--- src/rtl/gsup_pkg.sv ---
package gsup_pkg;

  // Strobes from control to datapath
  typedef struct packed {
    logic wdKick;    // valid watchdog service this cycle
    logic wdFreeze;  // watchdog tripped, hold counter
    logic dlyClear;  // hold gate power delay counter at zero
  } ctlStrobe_t;

  // Conditioned state from datapath to control
  typedef struct packed {
    logic faultNow;
    logic uvNow;
    logic runNow;
    logic wdExpire;
    logic delayDone;
  } dpStat_t;

  localparam int FAULT_BIT = 0;
  localparam int UV_BIT    = 1;
  localparam int WDOG_BIT  = 11;

endpackage

--- src/rtl/gsup_sync.sv ---
module gsup_sync #(
  parameter int W = 1
) (
  input  logic         clk,
  input  logic         porRstN,
  input  logic [W-1:0] asyncIn,
  output logic [W-1:0] syncOut
);
  logic [W-1:0] stage1;

  always_ff @(posedge clk or negedge porRstN) begin
    if (!porRstN) begin
      stage1  <= '0;
      syncOut <= '0;
    end else begin
      stage1  <= asyncIn;
      syncOut <= stage1;
    end
  end
endmodule

--- src/rtl/gsup_datapath.sv ---
module gsup_datapath
  import gsup_pkg::*;
#(
  parameter int N_FAULT          = 4,
  parameter int N_SUPPLY         = 3,
  parameter int DELAY_CYC        = 50_000_000,
  parameter int WDOG_TIMEOUT_CYC = 1_000_000
) (
  input  logic                clk,
  input  logic                porRstN,
  input  logic [N_FAULT-1:0]  faultIn,
  input  logic [N_SUPPLY-1:0] uvIn,
  input  logic                runPermit,
  input  ctlStrobe_t          strobe,
  output dpStat_t             dpStat
);
  localparam int DLY_W  = $clog2(DELAY_CYC + 1);
  localparam int WD_W   = $clog2(WDOG_TIMEOUT_CYC + 1);
  localparam int N_SYNC = N_FAULT + N_SUPPLY + 1;

  logic [N_SYNC-1:0] rawVec, syncVec;
  logic [DLY_W-1:0]  dlyCnt;
  logic [WD_W-1:0]   wdCnt;
  logic              dlyAtEnd, wdAtEnd;

  assign rawVec = {runPermit, uvIn, faultIn};

  gsup_sync #(.W(N_SYNC)) sync_i (
    .clk     (clk),
    .porRstN (porRstN),
    .asyncIn (rawVec),
    .syncOut (syncVec)
  );

  assign dlyAtEnd = (dlyCnt == DLY_W'(DELAY_CYC - 1));
  assign wdAtEnd  = (wdCnt == WD_W'(WDOG_TIMEOUT_CYC - 1));

  // Gate power off-delay counter
  always_ff @(posedge clk or negedge porRstN) begin
    if (!porRstN)            dlyCnt <= '0;
    else if (strobe.dlyClear) dlyCnt <= '0;
    else if (!dlyAtEnd)      dlyCnt <= dlyCnt + 1'b1;
  end

  // Watchdog interval counter
  always_ff @(posedge clk or negedge porRstN) begin
    if (!porRstN)             wdCnt <= '0;
    else if (strobe.wdFreeze) wdCnt <= wdCnt;
    else if (strobe.wdKick)   wdCnt <= '0;
    else if (!wdAtEnd)        wdCnt <= wdCnt + 1'b1;
  end

  always_comb begin
    dpStat.faultNow  = |syncVec[N_FAULT-1:0];
    dpStat.uvNow     = |syncVec[N_FAULT +: N_SUPPLY];
    dpStat.runNow    = syncVec[N_SYNC-1];
    dpStat.delayDone = dlyAtEnd;
    dpStat.wdExpire  = wdAtEnd && !strobe.wdKick && !strobe.wdFreeze;
  end

  AST_DELAY_CLEARED: assert property (@(posedge clk) disable iff (!porRstN)
    strobe.dlyClear |=> !dpStat.delayDone || (DELAY_CYC == 1));

endmodule

--- src/rtl/gsup_control.sv ---
module gsup_control
  import gsup_pkg::*;
#(
  parameter int              DATA_W           = 16,
  parameter logic [DATA_W-1:0] WDOG_KEY       = 16'hA5C3,
  parameter int              STATUS_W         = 16,
  parameter int              WDOG_TIMEOUT_CYC = 1_000_000
) (
  input  logic              clk,
  input  logic              porRstN,
  input  logic              softRst,
  input  logic              wdogWrEn,
  input  logic [DATA_W-1:0] wdogWrData,
  input  dpStat_t           dpStat,
  output ctlStrobe_t        strobe,
  output logic              gateEn,
  output logic              gatePwrEn,
  output logic              prechargeEn,
  output logic [STATUS_W-1:0] statusReg
);
  logic faultLatch, uvLatch, wdogTrip, gatePwrOn;
  logic faultAny, uvAny;

  generate
    if (STATUS_W <= WDOG_BIT) begin : g_badWidth
      initial $error("STATUS_W must exceed the watchdog status bit index");
    end
  endgenerate

  assign faultAny = faultLatch || dpStat.faultNow;
  assign uvAny    = uvLatch || dpStat.uvNow;

  // Fault and undervoltage latches: soft reset reloads them from the live cause
  always_ff @(posedge clk or negedge porRstN) begin
    if (!porRstN) begin
      faultLatch <= 1'b0;
      uvLatch    <= 1'b0;
    end else if (softRst) begin
      faultLatch <= dpStat.faultNow;
      uvLatch    <= dpStat.uvNow;
    end else begin
      faultLatch <= faultAny;
      uvLatch    <= uvAny;
    end
  end

  // Watchdog trip: cleared by power-on reset only
  always_ff @(posedge clk or negedge porRstN) begin
    if (!porRstN)             wdogTrip <= 1'b0;
    else if (dpStat.wdExpire) wdogTrip <= 1'b1;
  end

  // Gate power with off-delay
  always_ff @(posedge clk or negedge porRstN) begin
    if (!porRstN)              gatePwrOn <= 1'b0;
    else if (dpStat.runNow)    gatePwrOn <= 1'b1;
    else if (dpStat.delayDone) gatePwrOn <= 1'b0;
  end

  always_comb begin
    strobe.wdKick   = wdogWrEn && (wdogWrData == WDOG_KEY);
    strobe.wdFreeze = wdogTrip;
    strobe.dlyClear = dpStat.runNow || !gatePwrOn;
  end

  assign gatePwrEn   = gatePwrOn;
  assign gateEn      = gatePwrOn && !faultAny && !uvAny && !wdogTrip;
  assign prechargeEn = !uvAny;

  always_comb begin
    statusReg            = '0;
    statusReg[FAULT_BIT] = faultAny;
    statusReg[UV_BIT]    = uvAny;
    statusReg[WDOG_BIT]  = wdogTrip;
  end

  AST_WDOG_STICKY: assert property (@(posedge clk) disable iff (!porRstN)
    wdogTrip |=> wdogTrip);

  AST_KICK_DEFERS_TRIP: assert property (@(posedge clk) disable iff (!porRstN)
    (strobe.wdKick && !wdogTrip) |=> (!dpStat.wdExpire || (WDOG_TIMEOUT_CYC == 1)));

  AST_PWR_HELD_BY_RUN: assert property (@(posedge clk) disable iff (!porRstN)
    dpStat.runNow |=> gatePwrOn);

  AST_PWR_DROP_AFTER_DELAY: assert property (@(posedge clk) disable iff (!porRstN)
    $fell(gatePwrOn) |-> $past(dpStat.delayDone));

  AST_FAULT_LATCHES: assert property (@(posedge clk) disable iff (!porRstN)
    (dpStat.faultNow && !softRst) |=> faultLatch);

endmodule

--- src/rtl/gate_enable_supervisor.sv ---
module gate_enable_supervisor
  import gsup_pkg::*;
#(
  parameter int                N_FAULT          = 4,
  parameter int                N_SUPPLY         = 3,
  parameter int                DATA_W           = 16,
  parameter logic [DATA_W-1:0] WDOG_KEY         = 16'hA5C3,
  parameter int                STATUS_W         = 16,
  parameter int                CLK_FREQ_HZ      = 100_000_000,
  parameter int                WDOG_TIMEOUT_CYC = 1_000_000
) (
  input  logic                clk,
  input  logic                porRstN,
  input  logic                softRst,
  input  logic [N_FAULT-1:0]  faultIn,
  input  logic [N_SUPPLY-1:0] uvIn,
  input  logic                runPermit,
  input  logic                wdogWrEn,
  input  logic [DATA_W-1:0]   wdogWrData,
  output logic                gateEn,
  output logic                gatePwrEn,
  output logic                prechargeEn,
  output logic [STATUS_W-1:0] statusReg
);
  localparam int DELAY_CYC = CLK_FREQ_HZ / 2;

  ctlStrobe_t strobe;
  dpStat_t    dpStat;

  gsup_datapath #(
    .N_FAULT          (N_FAULT),
    .N_SUPPLY         (N_SUPPLY),
    .DELAY_CYC        (DELAY_CYC),
    .WDOG_TIMEOUT_CYC (WDOG_TIMEOUT_CYC)
  ) datapath_i (
    .clk       (clk),
    .porRstN   (porRstN),
    .faultIn   (faultIn),
    .uvIn      (uvIn),
    .runPermit (runPermit),
    .strobe    (strobe),
    .dpStat    (dpStat)
  );

  gsup_control #(
    .DATA_W           (DATA_W),
    .WDOG_KEY         (WDOG_KEY),
    .STATUS_W         (STATUS_W),
    .WDOG_TIMEOUT_CYC (WDOG_TIMEOUT_CYC)
  ) control_i (
    .clk         (clk),
    .porRstN     (porRstN),
    .softRst     (softRst),
    .wdogWrEn    (wdogWrEn),
    .wdogWrData  (wdogWrData),
    .dpStat      (dpStat),
    .strobe      (strobe),
    .gateEn      (gateEn),
    .gatePwrEn   (gatePwrEn),
    .prechargeEn (prechargeEn),
    .statusReg   (statusReg)
  );

  AST_GATE_NEEDS_POWER: assert property (@(posedge clk) disable iff (!porRstN)
    gateEn |-> gatePwrEn);

  AST_UV_BLOCKS_PRECHARGE: assert property (@(posedge clk) disable iff (!porRstN)
    dpStat.uvNow |-> (!prechargeEn && !gateEn));

  AST_FAULT_BLOCKS_GATE: assert property (@(posedge clk) disable iff (!porRstN)
    dpStat.faultNow |-> !gateEn);

endmodule

--- config.mk ---
export PLATFORM = sky130hd
export DESIGN_NAME = gate_enable_supervisor
export DESIGN_NICKNAME = d
export VERILOG_FILES = /design/src/rtl/gsup_pkg.sv /design/src/rtl/gsup_sync.sv /design/src/rtl/gsup_datapath.sv /design/src/rtl/gsup_control.sv /design/src/rtl/gate_enable_supervisor.sv
export SDC_FILE = /design/constraint.sdc
export NUM_CORES = 1
export LEC_CHECK = 0
export ABC_CLOCK_PERIOD_IN_PS = 2100
export BUFFER_PORTS_ARGS = -buffer_cell sky130_fd_sc_hd__buf_2
export CORE_MARGIN = 1
export CORE_UTILIZATION = 57
export DETAILED_ROUTE_END_ITERATION = 12
export HOLD_SLACK_MARGIN = 0.12
export PLACE_DENSITY = 0.79
export SYNTH_ARGS = -nofsm -noshare
export SYNTH_HDL_FRONTEND = slang
export SYNTH_SLANG_ARGS = --single-unit
--- constraint.sdc ---
create_clock -name clk -period 2.1 [get_ports clk]
set_input_delay 0.21 -clock clk [delete_from_list [all_inputs] [get_ports clk]]
set_output_delay 0.21 -clock clk [all_outputs]
set_load 0.005 [all_outputs]
## Yosys cells after proc, flatten, opt, wreduce, memory -nomap -nowiden

Index checks and enable logic that the tools add are counted.
W data, S select, Z words.

| storage, ports and cells | value |
|---|---|
| flip-flop bits (word level) | 66 |
| input bits | 28 |
| output and inout port bits | 19 |
| logic and storage cells | 42 |

| cells by class | value |
|---|---|
| $add $sub $neg | 2 |
| eq/ne operators | 5 |
| multiplexer cells | 8 |
| bitwise gates (word level) | 1 |
| reduce and logical (&&, ||, !) cells | 18 |

Operator list:

| kind | number |
|---|---|
| $mux W26 | 2 |
| $mux W20 | 2 |
| $add A26 B1 Y26 const B | 1 |
| $eq A26 B26 Y1 const B | 1 |
| $add A20 B1 Y20 const B | 1 |
| $eq A20 B20 Y1 const B | 1 |
| $eq A16 B16 Y1 const B | 1 |
| $logic_and A1 B1 Y1 | 6 |
| $logic_not A1 Y1 | 5 |
| $mux W1 | 4 |
| $ne A2 B1 Y1 const B | 2 |
| $reduce_or A4 Y1 | 1 |
| $logic_or A1 B1 Y1 | 3 |
| $reduce_or A3 Y1 | 1 |
| $reduce_and A2 Y1 | 1 |
| $reduce_bool A2 Y1 | 1 |
| $not A1 Y1 | 1 |

## Longest topological paths before layout

Gate-level depths: netlist of the first run.

| depth | value |
|---|---|
| depth in word-level cells | 6 |
| gate-level depth with buffers | 7 |

## Modules after synthesis

Synthesis of the first run repeated with hierarchy kept, for this count alone.

| unflattened totals | value |
|---|---|
| cell total of the unflattened synthesis | 352 |
| area total of the unflattened synthesis | 3384.5 µm² |

Modules (own cells, without submodules):

| module | times used | cells each | area an instance (µm²) |
|---|---|---|---|
| gsup_datapath | 1 | 296 | 2616.3 |
| gsup_sync | 1 | 16 | 400.4 |
| gsup_control | 1 | 40 | 367.9 |

## Least setup slack after synthesis of the first run

No wires, ideal clock.

| path | value |
|---|---|
| kind | reg2reg |
| start | register datapath_i.wdCnt[0] |
| end | register datapath_i.wdCnt[2] |
| setup time | 0.124 ns |
| arrival | 1.658 ns |
| slack | 0.318 ns |
| stages on the path, launching flop included | 7 |
| path buffers | 0 |
| clock period less this slack | 1.782 ns |
| cells stage by stage | dfrtp_1 ha_1 nand3_1 or2_1 nor3_4 nor4_1 a211o_1 |

| between the ends | value |
|---|---|
| cells in the longest elaborated chain, start to end | 3 |
| elaborated cells on any way between the ends | 6 |

Ends and longest elaborated chain:

| element | RTL line | RTL |
|---|---|---|
| start, declared | gsup_datapath.sv:23 | `logic [WD_W-1:0] wdCnt;` |
| start signal, assigned | gsup_datapath.sv:48 | `else if (strobe.wdFreeze) wdCnt <= wdCnt;` |
| start signal, assigned | gsup_datapath.sv:50 | `else if (!wdAtEnd) wdCnt <= wdCnt + 1'b1;` |
| $add A20 B1 Y20 or $eq A20 B20 Y1 (tied branches) | gsup_datapath.sv:50, gsup_datapath.sv:36 |  |
| $mux W20 or $ne A2 B1 Y1 (tied branches) | -- |  |
| $mux W20 or $reduce_and A2 Y1 (tied branches) | -- |  |

Parallel ways exist; a longest one is shown, timed or not. The select of a mux whose other input is x is not followed.
A chain may end at the register's enable or synchronous reset.

## Worst setup path in the final report of the first run

| path | value |
|---|---|
| start | register datapath_i.sync_i.syncOut[5] |
| end | output port gateEn |

| between the ends | value |
|---|---|
| cells in the longest elaborated chain, start to end | 5 |

Ends and longest elaborated chain:

| element | RTL line | RTL |
|---|---|---|
| start, declared | gsup_sync.sv:7 | `output logic [W-1:0] syncOut` |
| start signal, assigned | gsup_sync.sv:17 | `syncOut <= stage1;` |
| $reduce_or A3 Y1 | gsup_datapath.sv:55 | `dpStat.uvNow = \|syncVec[N_FAULT +: N_SUPPLY];` |
| $logic_or A1 B1 Y1 | gsup_control.sv:31 | `assign uvAny = uvLatch \|\| dpStat.uvNow;` |
| $logic_not A1 Y1 | gsup_control.sv:67 | `assign gateEn = gatePwrOn && !faultAny && !uvAny && !wdogTrip;` |
| $logic_and A1 B1 Y1 (2 in series) | gsup_control.sv:67 |  |
| end, declared | gate_enable_supervisor.sv:20 | `output logic gateEn,` |

No other way between the ends.

==> results of run 1 <==
[cells by family (layout without fill, tap and decap cells)]
group / count (synthesis) / after routing
fa+ha+maj: 3 / 3
simple gates: 147 / 147
xor+xnor: 21 / 21
other cells: 1 / 13
mux: 2 / 2
flops: 66 / 66
buf+inv: 36 / 77
compound gates: 61 / 61
[cells in the mapped netlist (all sizes together) (3+ instances only)]
cell type and count:
a21o 4, a21oi 13, a22oi 4, a31oi 3
and2 4, and3 8, buf 23, clkbuf 5
dfrtp 66, ha 3, inv 8, nand2 29
nand3 22, nand4 12, nand4bb 3, nor2 29
nor3 7, nor4 10, o211ai 3, o21ai 20
o31ai 5, or3 5, or4 5, xnor2 8
xor2 13
[routing by layer]
metal | vias up | track usage | wire length [um]
met2 | 84 | 0.386 | 3260
li1 | 1281 | - | -
met4 | 0 | 0.0982 | 88
met5 | - | 0 | 0
met1 | 1284 | 0.348 | 3160
met3 | 9 | 0.0345 | 309
[sequential cells by signal, summed over array words and instances (netlist names)]
signal and flops:
control_i.faultLatch 1, control_i.gatePwrEn 1, datapath_i.sync_i.syncOut 8, control_i.uvLatch 1, datapath_i.dlyCnt 26, control_i.wdogTrip 1, datapath_i.sync_i.stage1 8, datapath_i.wdCnt 20
[how the worst max path moves through the flow]
stage                                 startpoint                  end  slack [ns]  cells past startpoint
floorplan                    datapath_i.wdCnt[0]  datapath_i.wdCnt[2]        0.32                      6
global placement                   wdogWrData[3]  datapath_i.wdCnt[0]        0.22                      6
detailed placement                 wdogWrData[3]  datapath_i.wdCnt[0]        0.15                      6
CTS                 datapath_i.sync_i.syncOut[5]               gateEn        0.09                      4
global route        datapath_i.sync_i.syncOut[1]               gateEn        0.02                      4
finish              datapath_i.sync_i.syncOut[5]               gateEn        0.12                      4
[metrics by stage]
stage	util	instances	cell area, um2	power, W	worst slack [ns]
after floorplan	-	349	3430	0.00145	0.318
after global placement	0.638	436	3580	0.00150	0.218
after detailed placement	0.638	436	3580	0.00151	0.149
after CTS	0.689	462	3860	0.00251	0.0926
after global routing	0.690	462	3870	0.00259	0.0217
final	0.690	462	3870	0.00249	0.125
[what timing repair did]
| item | CTS | global route |
|---|---|---|
| endpoints found under the hold margin | 39 | 0 |
| hold buffers | 10 | 0 |
| setup endpoints to repair | 0 | 1 |
| resized for setup | 0 | 1 |
[final cells by class]
cell class | count | area [um2]
clock buffers | 10 | 138
clock inverters | 6 | 47.5
fillers | 406 | 1740
inverters | 8 | 30.0
multi-input cells | 247 | 1560
flip-flops and latches | 66 | 1650
well taps | 72 | 90.1
repair buffers | 53 | 353
[worst register-to-register path, cell delays in order (launching register included)]
cell and delay [ns]:
dfrtp_1 0.42, or4_1 0.58, nor4_4 0.27, and3_1 0.34, or4_1 0.15, a21oi_1 0.06
[report_power, final]
group / total [W] / switching, W / internal, W
sequential: 0.00136 / 0.0000464 / 0.00131
combinational: 0.000146 / 0.0000794 / 0.0000669
clock: 0.000989 / 0.000517 / 0.000472
==> results.json, run 1 <==
{
  "synth_top_family_by_area": "simple AND/OR/NAND/NOR gates",
  "min_period_ns": 1.98,
  "cts-htree-levels": 3,
  "setup-tns-final_ns": 0,
  "synth.area.top_cells": "dfrtp_1, buf_4, xor2_1",
  "diodes": 0,
  "antenna_found_initial": 0,
  "io_buffer_count": 33,
  "drcViolationCount": 0,
  "synth-edff-count": 0,
  "ant_nets": 0,
  "hold_start": "datapath_i.sync_i.stage1[2]",
  "gp_congestion": 0.844,
  "r2r_cells": 5,
  "vias": 2658,
  "post_cts_buffers": 0,
  "grt_max_degree": 38,
  "synthDistinctLibCells": 55,
  "hold_ws_ns": 0.350,
  "clock_skew_ns": 0.0126,
  "async_flop_share": 1.00,
  "synth_area_um2": 3380,
  "gr-total-overflow": 0,
  "coreArea_um2": 5610,
  "cts.sinks": 66,
  "finalHoldViolCount": 0,
  "cp_max_fo": 2,
  "synth-main-ff-cell": "dfrtp_1",
  "drt_iter0_drc": 172,
  "synth_cells": 337,
  "max-slew-margin-rel": 0.542,
  "status": "finished clean",
  "p_leak_nw": 1.66,
  "track_usage": 0.247,
  "wirelength_um": 6810,
  "layout.nets": 416,
  "seq_area_frac_synth": 0.488,
  "drv_cap": 0,
  "cp_data_required_time_ns": 1.89,
  "worst_pin_slew_ns": 0.688,
  "final_layout_size_suffix_gt1_frac": 0.187,
  "die_h_um": 79.0,
  "area_growth_syn_to_layout_pct": 14.4,
  "cp_data_arrival_time_ns": 1.77,
  "r2r-start": "datapath_i.dlyCnt[11]",
  "synth-compound-area-share": 0.115,
  "max_stage_delay_ns": 0.40,
  "holdPathEnd": "datapath_i.sync_i.syncOut[2]",
  "ff2ff_setup_slack_ns": 0.18,
  "final_cell_mix": "dfrtp_1, buf_2, nand2_1",
  "clockBufferDepth": 2,
  "synth-xor-area-share": 0.0544,
  "cp_slowest_cell": "dfrtp_1",
  "grt_pass1_wl_um": 11800,
  "firstDrtPassIters": 4,
  "critPathBufInv": 2,
  "row_count": 27,
  "cts_tree": "yes",
  "ys_ff_latch": 66,
  "worstSetupPathType": "reg -> out",
  "layout_commonest_cell": "dfrtp_1",
  "rr_endpoint": "datapath_i.dlyCnt[6]",
  "hold_class": "reg -> reg",
  "grt_pass1_vias": 2561,
  "endpoint_kind": "primary output",
  "dieArea_um2": 6250,
  "rsz0062_at_grt": "no",
  "dpl.hpwl_um": 4640,
  "cts_buffers": 9,
  "synthMuxAreaShare": 0.00629,
  "yosys.area.top_type": "dfrtp_1",
  "viasPerCell": 5.75,
  "die_w_um": 79.0,
  "path_clk_slew_ns": 0.07,
  "syn_area_per_cell_um2": 10.0,
  "ir_worst_vdd_mv": 0.575,
  "fmax_mhz": 506,
  "boundaryPins": 47,
  "synth_fa_ha_area_frac": 0.0111,
  "finalCritPeriodShare": 0.941,
  "p_per_area_nw_per_um2": 644,
  "min_path_cells": 0,
  "synth.top_cell.area_share": 0.488,
  "final_max_slew_viol_count": 0,
  "yosysWarnings": 0,
  "cp_top_family": "simple AND/OR/NAND/NOR gates",
  "cp-start-kind": "flip-flop",
  "wl_per_cell_um": 14.7,
  "yosys.area_share.simple": 0.257,
  "finalSetupViolations": 0,
  "crit_chain": "nor4_2 > inv_1 > nor4b_1 > buf_2",
  "start_util": 0.603,
  "cts-root-buf": "clkbuf_8",
  "worstSkewPairLatency_ns": 0.35
}
(Power assumes the default switching activity.)
==> inputs of run 2 (changes only) <==
ABC_CLOCK_PERIOD_IN_PS = 2000   (was 2100)
clock period = 2 ns   (was 2.1 ns; I/O delays follow)
==> run 2 against run 1 <==
Clock skew down 0.0030 ns. Sequential power is 4% higher. Global-route usage unchanged. Total power up 18%. Die area stayed put. Clock power grew 38%. Critical endpoint is now datapath_i.dlyCnt[6]. Highest routed layer unchanged.
==> results.json, run 2 (synthesis results as in run 1) <==
{
  "status": "finished clean",
  "grt_pass1_vias": 2537,
  "gp_congestion": 0.855,
  "final_cell_mix": "dfrtp_1, buf_2, nand2_1",
  "rsz0062_at_grt": "yes",
  "worstSkewPairLatency_ns": 0.35,
  "power_w": 0.00294,
  "post_cts_buffers": 0,
  "antenna_found_initial": 0,
  "clock_skew_ns": 0.00964,
  "final_max_slew_viol_count": 0,
  "die_w_um": 79.0,
  "max-slew-margin-rel": 0.608,
  "coreArea_um2": 5610,
  "finalCritPeriodShare": 0.972,
  "cp-start-kind": "flip-flop",
  "multi_input_area_um2": 1570,
  "cts_tree": "yes",
  "clockBufferDepth": 2,
  "dieArea_um2": 6250,
  "path_clk_slew_ns": 0.08,
  "cts.sinks": 66,
  "ant_nets": 0,
  "pwr-share-comb": 0.052,
  "viasPerCell": 5.84,
  "io_buffer_count": 33,
  "wl_per_cell_um": 15.3,
  "cts-root-buf": "clkbuf_8",
  "largest_register": "datapath_i.dlyCnt",
  "row_count": 27,
  "largest_reg_flops": 26,
  "hold_ws_ns": 0.351,
  "register_area_um2": 1650,
  "cp_data_arrival_time_ns": 2.17,
  "place_ws_ns": 0.0916,
  "dpl.hpwl_um": 4400,
  "p_int_w": 0.00228,
  "cts_buffers": 9,
  "fmax_mhz": 514,
  "boundaryPins": 47,
  "firstDrtPassIters": 5,
  "p_per_area_nw_per_um2": 743,
  "worstSetupPathType": "reg -> reg",
  "ir_worst_vdd_mv": 0.634,
  "wirelength_um": 7100,
  "drt_iter0_drc": 195,
  "gr-total-overflow": 0,
  "cp_data_required_time_ns": 2.22,
  "setup_slack_ns": 0.0555,
  "p_sw_w": 0.000659,
  "largest_registers": "datapath_i.dlyCnt (26), datapath_i.wdCnt (20)",
  "diodes": 0,
  "drv_cap": 0,
  "worst_pin_slew_ns": 0.583,
  "track_usage": 0.247,
  "area_growth_syn_to_layout_pct": 16.9,
  "vias": 2708,
  "layout_commonest_cell": "dfrtp_1",
  "power_frac_seq": 0.485,
  "switching_share": 0.224,
  "clockPowerShare": 0.463,
  "start_util": 0.603,
  "layout.nets": 418,
  "cp_max_fo": 7,
  "endpoint_kind": "flip-flop",
  "die_h_um": 79.0,
  "setup-tns-final_ns": 0,
  "min_period_ns": 1.94,
  "final_layout_size_suffix_gt1_frac": 0.196,
  "p_leak_nw": 1.69,
  "grt_max_degree": 67,
  "post_dp_cell_area_um2": 3590,
  "hold_class": "reg -> reg",
  "finalSetupViolations": 0,
  "cts-htree-levels": 3,
  "fill_cells": 394,
  "fin_area_um2": 3950,
  "finalHoldViolCount": 0,
  "drcViolationCount": 0,
  "grt_pass1_wl_um": 11800
}
==> run 2: cell types whose count changed in the layout (fill, tap and decap cells not counted) <==
cell / delta
bufinv_16: +3
inv_6: -3
buf_4: +2
and3_1: -1
and3_2: +1
clkbuf_1: +1
clkbuf_8: -1
clkinv_2: -1
clkinv_4: +1
nand3_1: -1
nand3_2: +1
nor4b_1: -1
nor4b_2: +1
==> run 2: final timing paths <==
check | to | cells past startpoint | slack [ns] | start
min reg2reg | datapath_i.sync_i.syncOut[6] | 0 | 0.35 | datapath_i.sync_i.stage1[6]
max reg2reg | datapath_i.dlyCnt[6] | 5 | 0.06 | datapath_i.dlyCnt[8]
min | datapath_i.sync_i.syncOut[6] | 0 | 0.35 | datapath_i.sync_i.stage1[6]
max | datapath_i.dlyCnt[6] | 5 | 0.06 | datapath_i.dlyCnt[8]
max in group asynchronous | datapath_i.wdCnt[18] | 3 | 1.33 | porRstN
min in group asynchronous | control_i.gatePwrEn | 3 | 0.39 | porRstN
==> run 2: metal layers <==
metal	vias to the layer above	routed length [um]	global-route usage
li1	1288	-	-
met1	1312	3200	0.338
met2	95	3390	0.385
met3	13	384	0.0517
met4	0	124	0.0964
met5	-	0	0
==> run 2: final cells by class <==
cell class              count  share of cell area
clock buffers              10              0.0323
clock inverters             6              0.0291
inverters                   8             0.00759
multi-input cells         247               0.397
flip-flops and latches     66               0.418
well taps                  72              0.0228
repair buffers             55              0.0930
==> run 2: stage by stage <==
| stage | instances | utilization |
|---|---|---|
| global route | 464 | 0.705 |
| detailed placement | 438 | 0.641 |
| CTS | 464 | 0.702 |
| floorplan | 349 | - |
| finish | 464 | 0.705 |
| global placement | 438 | 0.641 |
==> run 2: what timing repair did <==
item / CTS / global route
hold buffers: 10 / 0
gates resized for setup: 0 / 4
endpoints found under the setup margin: 0 / 6
hold endpoints to repair: 76 / 0
==> run 2: power groups by stage <==
| stage | clock network [W] | logic [W] | registers [W] |
|---|---|---|---|
| 2_1_floorplan | 0 | 0.0000935 | 0.00143 |
| 3_3_place_gp | 0 | 0.000135 | 0.00144 |
| 3_5_place_dp | 0 | 0.000138 | 0.00145 |
| 4_1_cts | 0.00137 | 0.000154 | 0.00142 |
| 5_1_grt | 0.00143 | 0.000176 | 0.00143 |
| 6_report | 0.00136 | 0.000153 | 0.00142 |
==> run 2: critical path, cell delays in order (launching register included) <==
cell     delay, ns
dfrtp_1       0.44
or4_1         0.60
nor4_4        0.28
and3_2        0.32
or4_1         0.13
a21oi_1       0.06
